===== src/rtl/xbus_pkg.sv =====
package xbus_pkg;
    typedef enum logic [1:0] {
        XK_FETCH = 2'b00,
        XK_WIDE  = 2'b01,
        XK_PAGED = 2'b10,
        XK_NONE  = 2'b11
    } xkind_e;
endpackage


===== src/rtl/xbus_phase_ctr.sv =====
module xbus_phase_ctr #(
    parameter int PHASES = 12,
    localparam int PW = $clog2(PHASES)
) (
    input  logic          clk,
    input  logic          rst_n,
    output logic [PW-1:0] phase,
    output logic          last
);
    logic [PW-1:0] ph_d, ph_q;

    always_comb begin
        last = (ph_q == PW'(PHASES - 1));
        ph_d = last ? '0 : ph_q + 1'b1;
    end

    always_ff @(posedge clk) begin
        if (!rst_n) ph_q <= '0;
        else        ph_q <= ph_d;
    end

    assign phase = ph_q;
endmodule


===== src/rtl/xbus_fetch_route.sv =====
module xbus_fetch_route
    import xbus_pkg::*;
#(
    parameter int AW       = 16,
    parameter int LIM_LOG2 = 13
) (
    input  logic [AW-1:0] addr,
    input  xkind_e        kind,
    input  logic [1:0]    size_sel,
    input  logic          ext_access_n,
    output logic          go_ext
);
    int unsigned   sh;
    logic [AW-1:0] limit;

    always_comb begin
        sh     = LIM_LOG2 + ((size_sel > 2'd2) ? 2 : int'(size_sel));
        limit  = (AW'(1) << sh) - AW'(1);
        go_ext = (kind != XK_FETCH) || !ext_access_n || (addr > limit);
    end
endmodule


===== src/rtl/xbus_strobe_gen.sv =====
module xbus_strobe_gen
    import xbus_pkg::*;
#(
    parameter int PHASES    = 12,
    parameter int ALE_LAST  = 2,
    parameter int ADDR_LAST = 3,
    parameter int STB_FIRST = 5,
    parameter int STB_LAST  = 10,
    localparam int PW = $clog2(PHASES)
) (
    input  logic [PW-1:0] phase,
    input  logic          busy,
    input  xkind_e        kind,
    input  logic          write,
    output logic          ale,
    output logic          addr_ph,
    output logic          rd_stb,
    output logic          wr_stb,
    output logic          ps_stb,
    output logic          cap
);
    logic in_stb, is_data;

    always_comb begin
        is_data = (kind != XK_FETCH);
        in_stb  = (phase >= PW'(STB_FIRST)) && (phase <= PW'(STB_LAST));
        ale     = busy && (phase <= PW'(ALE_LAST));
        addr_ph = busy && (phase <= PW'(ADDR_LAST));
        rd_stb  = busy && in_stb && is_data && !write;
        wr_stb  = busy && in_stb && is_data && write;
        ps_stb  = busy && in_stb && !is_data;
        cap     = busy && (phase == PW'(STB_LAST)) && !(is_data && write);
    end
endmodule


===== src/rtl/xbus_ctrl.sv =====
module xbus_ctrl
    import xbus_pkg::*;
#(
    parameter int AW        = 16,
    parameter int DW        = 8,
    parameter int PHASES    = 12,
    parameter int LIM_LOG2  = 13
) (
    input  logic          clk,
    input  logic          rst_n,
    input  logic          req_valid,
    input  logic [1:0]    req_kind,
    input  logic          req_write,
    input  logic [AW-1:0] req_addr,
    input  logic [DW-1:0] req_wdata,
    output logic          req_ack,
    output logic          rsp_valid,
    output logic [DW-1:0] rsp_data,
    input  logic [1:0]    size_sel,
    input  logic          ext_access_n,
    input  logic          sfr_lo_wr,
    input  logic          sfr_hi_wr,
    input  logic [DW-1:0] sfr_wdata,
    output logic [DW-1:0] lo_reg,
    output logic [DW-1:0] hi_reg,
    output logic [DW-1:0] lo_out,
    output logic          lo_oe,
    input  logic [DW-1:0] lo_in,
    output logic [DW-1:0] hi_out,
    output logic          ale,
    output logic          rd_n,
    output logic          wr_n,
    output logic          psen_n,
    output logic          fetch_int
);
    localparam int PW = $clog2(PHASES);

    typedef struct packed {
        logic          active;
        logic          ext;
        xkind_e        kind;
        logic          write;
        logic [AW-1:0] addr;
        logic [DW-1:0] wdata;
        logic [DW-1:0] lo_reg;
        logic [DW-1:0] hi_reg;
        logic [DW-1:0] rdata;
        logic          rsp_v;
    } st_t;

    st_t           s_d, s_q;
    logic [PW-1:0] phase;
    logic          last, accept, route_ext, busy;
    logic          addr_ph, rd_stb, wr_stb, ps_stb, cap;
    xkind_e        in_kind;

    assign in_kind = xkind_e'(req_kind);
    assign busy    = s_q.active && s_q.ext;

    xbus_phase_ctr #(.PHASES(PHASES)) i_phase (
        .clk(clk), .rst_n(rst_n), .phase(phase), .last(last)
    );

    xbus_fetch_route #(.AW(AW), .LIM_LOG2(LIM_LOG2)) i_route (
        .addr(req_addr), .kind(in_kind), .size_sel(size_sel),
        .ext_access_n(ext_access_n), .go_ext(route_ext)
    );

    xbus_strobe_gen #(.PHASES(PHASES)) i_strobe (
        .phase(phase), .busy(busy), .kind(s_q.kind), .write(s_q.write),
        .ale(ale), .addr_ph(addr_ph), .rd_stb(rd_stb), .wr_stb(wr_stb),
        .ps_stb(ps_stb), .cap(cap)
    );

    always_comb begin
        accept = last && req_valid && (in_kind != XK_NONE);
        s_d       = s_q;
        s_d.rsp_v = 1'b0;
        if (sfr_lo_wr) s_d.lo_reg = sfr_wdata;
        if (sfr_hi_wr) s_d.hi_reg = sfr_wdata;
        if (cap) begin
            s_d.rdata = lo_in;
            s_d.rsp_v = 1'b1;
        end
        if (last) begin
            s_d.active = accept;
            if (accept) begin
                s_d.ext   = route_ext;
                s_d.kind  = in_kind;
                s_d.write = req_write && (in_kind != XK_FETCH);
                s_d.addr  = req_addr;
                s_d.wdata = req_wdata;
                if (route_ext) s_d.lo_reg = '1;
            end
        end
    end

    always_ff @(posedge clk) begin
        if (!rst_n) begin
            s_q        <= '0;
            s_q.kind   <= XK_FETCH;
            s_q.lo_reg <= '1;
            s_q.hi_reg <= '1;
        end else begin
            s_q <= s_d;
        end
    end

    always_comb begin
        req_ack   = accept;
        rsp_valid = s_q.rsp_v;
        rsp_data  = s_q.rdata;
        lo_reg    = s_q.lo_reg;
        hi_reg    = s_q.hi_reg;
        rd_n      = !rd_stb;
        wr_n      = !wr_stb;
        psen_n    = !ps_stb;
        fetch_int = s_q.active && !s_q.ext;
        if (busy) begin
            lo_oe  = addr_ph || s_q.write;
            lo_out = addr_ph ? s_q.addr[DW-1:0] : s_q.wdata;
            hi_out = (s_q.kind == XK_PAGED) ? s_q.hi_reg : s_q.addr[AW-1 -: DW];
        end else begin
            lo_oe  = 1'b1;
            lo_out = s_q.lo_reg;
            hi_out = s_q.hi_reg;
        end
    end
endmodule


===== config.mk =====
export PLATFORM = sky130hd
export DESIGN_NAME = xbus_ctrl
export DESIGN_NICKNAME = d
export VERILOG_FILES = /design/src/rtl/xbus_pkg.sv /design/src/rtl/xbus_phase_ctr.sv /design/src/rtl/xbus_fetch_route.sv /design/src/rtl/xbus_strobe_gen.sv /design/src/rtl/xbus_ctrl.sv
export SDC_FILE = /design/constraint.sdc
export NUM_CORES = 1
export LEC_CHECK = 0
export BUFFER_PORTS_ARGS = -buffer_cell sky130_fd_sc_hd__buf_2
export CAP_MARGIN = 15
export CORE_ASPECT_RATIO = 1.4
export CORE_MARGIN = 4
export CORE_UTILIZATION = 54
export DETAILED_ROUTE_END_ITERATION = 8
export PLACE_DENSITY = 0.91
export SYNTH_ARGS = -nofsm -noshare
export SYNTH_HDL_FRONTEND = slang
export SYNTH_HIERARCHICAL = 1
export SYNTH_SLANG_ARGS = --single-unit

===== constraint.sdc =====
create_clock -name clk -period 6.3 [get_ports clk]
set_clock_uncertainty 0.2 [all_clocks]
set_input_delay 1.26 -clock clk [delete_from_list [all_inputs] [get_ports clk]]
set_output_delay 1.26 -clock clk [all_outputs]
set_load 0.01 [all_outputs]

; Word-level counts from Yosys, hierarchy flattened
; Index checks and enable logic that the tools add are counted.
[classes]
addsub = 3
magnitude_cmp = 6
n_eq_ne = 4
shifts = 1
n_mux = 11
bitwise_logic = 1
n_reduce_logical = 31
[ops]
columns = operator, count
row1 = 8-bit 2-to-1 mux, 8
row2 = 5-bit by 32-bit adder with 32-bit output (first input constant), 1
row3 = 1-bit by 32-bit left shift with 16-bit output (first input constant), 1
row4 = 16-bit > comparator, 1
row5 = 1-bit logical AND, 16
row6 = 16-bit by 2-bit subtractor with 16-bit output (second input constant), 1
row7 = 4-bit equality test (second input constant), 2
row8 = 4-bit by 2-bit <= comparator with 1-bit output (second input constant), 2
row9 = 1-bit zero test, 8
row10 = 4-bit by 1-bit adder with 4-bit output (second input constant), 1
row11 = 4-bit by 3-bit >= comparator with 1-bit output (second input constant), 1
row12 = 4-bit <= comparator (second input constant), 1
row13 = 2-bit nonzero test, 2
row14 = 1-bit logical OR, 3
row15 = 2-bit equality test (second input constant), 1
row16 = 2-bit > comparator (second input constant), 1
row17 = 1-bit 2-to-1 mux, 2
row18 = 2-bit 2-to-1 mux, 1
row19 = 2-bit inequality test (second input constant), 1
row20 = 2-bit AND reduction, 1
row21 = 2-bit OR reduction, 1
row22 = 1-bit inverter, 1
[totals]
register_bits = 58

; Depth between registers and ports, before layout
[logic_depth]
ltp_word = 10
depth_mapped = 8

; Hierarchy
; Netlist, hierarchy kept.
[by_module_without_submodules]
columns = mod, instances, cells_per_inst, area_per_inst_um2, seq_area_each_um2
row1 = xbus_ctrl, 1, 279, 2489.9, 1081.0
row2 = xbus_fetch_route, 1, 30, 244.0, 0.0
row3 = xbus_phase_ctr, 1, 18, 175.2, 80.1
row4 = xbus_strobe_gen, 1, 15, 91.3, 0.0

; Worst setup path after synthesis
; Ideal clock, no wire load.
[synth_path]
path_kind = input -> output
startpoint = input port req_kind[0]
endpoint = output port req_ack
arrival_time_ps = 1777
required_time_ps = 4840
setup_slack_ps = 3063
cell_stages = 3
path_buffers = 1
path_cell_list = and2_1 > buf_6 > nor2_1
[synth_via]
elab_chain_cells = 2
[synth_rtl]
columns = element, line
row1 = start: declaration, xbus_ctrl.sv:12  ; input logic [1:0] req_kind,
row2 = 2-bit inequality test, xbus_ctrl.sv:76  ; accept = last && req_valid && (in_kind != XK_NONE);
row3 = 1-bit logical AND, xbus_ctrl.sv:76
row4 = end: declaration, xbus_ctrl.sv:16  ; output logic req_ack,
; Every way passes these cells.

; Worst setup path in the final report
[layout_path]
startpoint = register s_q[52] (netlist name)
endpoint = output port lo_out[5]
[layout_via]
elab_chain_cells = 4
[layout_rtl]
columns = element, line
row1 = start: declaration, xbus_ctrl.sv:51  ; st_t s_d, s_q;
row2 = 1-bit logical AND, xbus_ctrl.sv:58  ; assign busy = s_q.active && s_q.ext;
row3 = named net busy, xbus_ctrl.sv:53  ; logic last, accept, route_ext, busy;
row4 = 1-bit logical AND, xbus_strobe_gen.sv:28  ; addr_ph = busy && (phase <= PW'(ADDR_LAST));
row5 = named net addr_ph, xbus_ctrl.sv:54  ; logic addr_ph, rd_stb, wr_stb, ps_stb, cap;
row6 = 8-bit 2-to-1 mux, xbus_ctrl.sv:121  ; lo_out = addr_ph ? s_q.addr[DW-1:0] : s_q.wdata;
row7 = 8-bit 2-to-1 mux, xbus_ctrl.sv:119  ; if (busy) begin
row8 = end: declaration, xbus_ctrl.sv:26  ; output logic [DW-1:0] lo_out,
; The timed path passes the listed nets, and every way through them passes these cells.

==> impl_metrics.yaml <==
run_status:
  status: "complete, no violations"
worst_setup_path:
  cp_cell_sequence: "nand2_2 > inv_1 > nand2b_1 > nor2_1 > mux2i_1 > o21ai_0 > buf_2"
  slowest_stage: "nor2_1"
  worstSetupPathType: "flop to primary output"
  critPathLaunchType: "flop"
  cp_num_buf_inv: 2
  worstSetupEndpointType: "primary output"
  cp_max_fo: 19
  crit-reg2reg-launch: "i_phase/phase[0]"
  slowest_delay_ps: 690
  startpoint: "s_q[52]"
  critPathRequiredTime_ps: 4840
  crit_family: "simple AND/OR/NAND/NOR gates"
  worstPathArrival_ps: 2540
timing:
  final.setup.tns_ps: 0
  fin_crit_sh_pct: 63.6
  period_minus_slack_ps: 4000
  whs_ps: 281
  max_freq_ghz: 0.250
  rsz0062_at_grt: "false"
  hold_viol_final: 0
  slew_violations: 0
  setup_violations: 0
  slew_headroom_pct: 38.5
  worst_pin_slew_ps: 922
final_layout:
  largest_register: "s_q"
  final_area_um2: 3510
  finalNetCount: 474
  drive_gt1_share_pct: 31.7
  area_delta_synth_final_pct: 16.9
  largest_register_ff_count: 29
  insertedDiodeCount: 0
clocking:
  clock_path_buffers: 2
  htreeDepth: 3
  holdBufCountCts: 0
  cts-resized-gates: 0
  cts_tree: "built"
  post_cts_buffers: 0
  clk_pin_slew_ps: 60
  numCtsBuffers: 9
  clk_latency_ps: 330
  clockRootBuffer: "clkbuf_8"
  cts.sinks: 58
logic_synthesis:
  synth-edff-count: 0
  synth_seq_area_share_pct: 38.7
  yosys_warnings: 6
  synth_ff_type: "dfxtp_1"
  synth-seq-cells: 58
  async_flop_share_pct: 0
  syn_area_um2: 3000
  syn_inst: 342
  syn_avg_cell_area_um2: 8.77
  synth_cell_types: 44
placed_design:
  place_area_um2: 3320
  io_buffers: 98
  hpwlAfterDp_mm: 5.47
  gp_congestion: 0.824
power:
  switching_share_pct: 24.1
  switchingPower_w: 0.000193
  seqPwrFrac_pct: 47.8
  powerDensity_nw_per_um2: 228
  vdd_drop_max_uv: 137
  combPwrFrac_pct: 10.2
  clockPowerShare_pct: 42.0
  p_leak_nw: 1.46
  power.internal_w: 0.000609
worst_hold_path:
  hp-class: "flop to flop"
  hp-start: "s_q[27]"
floorplan:
  die_height_um: 96.2
  row_count: 31
  start_util_pct: 56.9
  die_area_um2: 6830
  io_pins: 99
  die_w_um: 71
  core_um2: 5280
route:
  drtIter0Drc: 191
  drc_errors: 0
  ant_nets: 0
  post_drt_via_cell_ratio: 5.57
  wire_per_inst_um: 15.3
  drt_first_pass_iters: 4
  wl_mm: 7.40
  vias: 2683
global_route:
  overflow: 0
  grt_pass1_wl_mm: 11.8
  grt_max_degree: 35
  grt_pass1_vias: 2500
  antenna_found_initial: 0
  grt_util_all_layers_pct: 21.8
flow_run:
  cap_violations: 0
## per-layer routing
| metal | global-route usage (%) | wire length [um] | up-vias |
|---|---|---|---|
| met3 | 6.79 | 576 | 17 |
| met4 | 10.3 | 167 | 0 |
| met2 | 35.0 | 3630 | 114 |
| li1 | - | - | 1307 |
| met5 | 0 | 0 | - |
| met1 | 26.5 | 3020 | 1245 |
## kinds of logic after synthesis
logic type               after synthesis  share of synthesized area (%)
AND/OR/NAND/NOR                      101                           16.7
AO/OA/AOI/OAI                         77                           15.2
flip-flops                            58                           38.7
buffers and inverters                 52                           10.6
other                                  2                          0.250
adder cells (fa/ha/maj)               10                           4.17
multiplexers                          42                           14.3
## layout make-up
class	count	area, um^2
clock buffer	11	151
clock inverter	3	40.0
fill	451	1770
inverter	8	30.0
multi-input combinational	237	1550
sequential	58	1160
tap	66	82.6
timing repair buffer	99	498
## stage by stage
stage	instances	util [%]	worst slack, ps	total power [W]
floorplan	347	-	3060	0.000441
global placement	468	62.9	2510	0.000468
detailed placement	468	62.9	2440	0.000471
CTS	482	66.5	2310	0.000803
global route	482	66.5	2080	0.000830
finish	482	66.5	2300	0.000801
## worst register-to-register path: stages, from the launching register on
cell,delay (ps)
dfxtp_1,490
ha_1,250
and3b_2,240
and2_1,740
nand3_1,200
a21oi_1,210
## Yosys cell counts, drive strengths merged, types with 2 or more instances
cell     n  share of area (%)
buf     36                8.6
inv      7               0.88
a31oi    3                1.1
a21oi   28                5.0
nand2b   2               0.42
and2     3               0.63
dfxtp   58                 39
nor2b    3               0.63
mux2     8                3.0
nand3   25                4.2
o221a    2               0.75
o21ai   35                5.8
o21a     3               0.75
conb     2               0.25
nor4b    2               0.79
nand2   34                4.3
nand4    4               0.83
nor3     2               0.33
nor2    18                2.3
clkbuf   8                1.0
a211oi   3               0.92
mux2i   34                 11
ha      10                4.2
## cell usage in the layout, fill, tap and decap left out, types with 2 or more instances in the layout
master and instances:
o21a_1 3, clkinv_2 2, a211oi_1 2, and2_1 3, o21ai_1 5, mux2_2 8, inv_1 7, nor2b_1 3
nand4_1 4, a21oi_1 27, mux2i_1 34, buf_2 98, a31oi_1 2, nor2_1 18, nor3_1 2, o21ai_0 30
nand2b_1 2, dfxtp_1 58, ha_1 10, o221a_2 2, clkbuf_8 11, nand2_1 33, conb_1 7, nand3_1 25
## worst paths after layout
path | to | slack, ps | cells past startpoint
min | s_q[27] | 280 | 2
min reg2reg | s_q[27] | 280 | 2
max reg2reg | s_q[28] | 3850 | 5
max | lo_out[5] | 2300 | 7
## power groups by stage
stage / Combinational (W) / Sequential [W] / Clock [W]
after floorplan: 0.0000528 / 0.000388 / 0
after global placement: 0.0000779 / 0.000390 / 0
after detailed placement: 0.0000807 / 0.000391 / 0
after CTS: 0.0000814 / 0.000383 / 0.000339
after global routing: 0.0000911 / 0.000384 / 0.000356
final: 0.0000817 / 0.000383 / 0.000337
No activity file was read; power rests on OpenSTA's default activity.
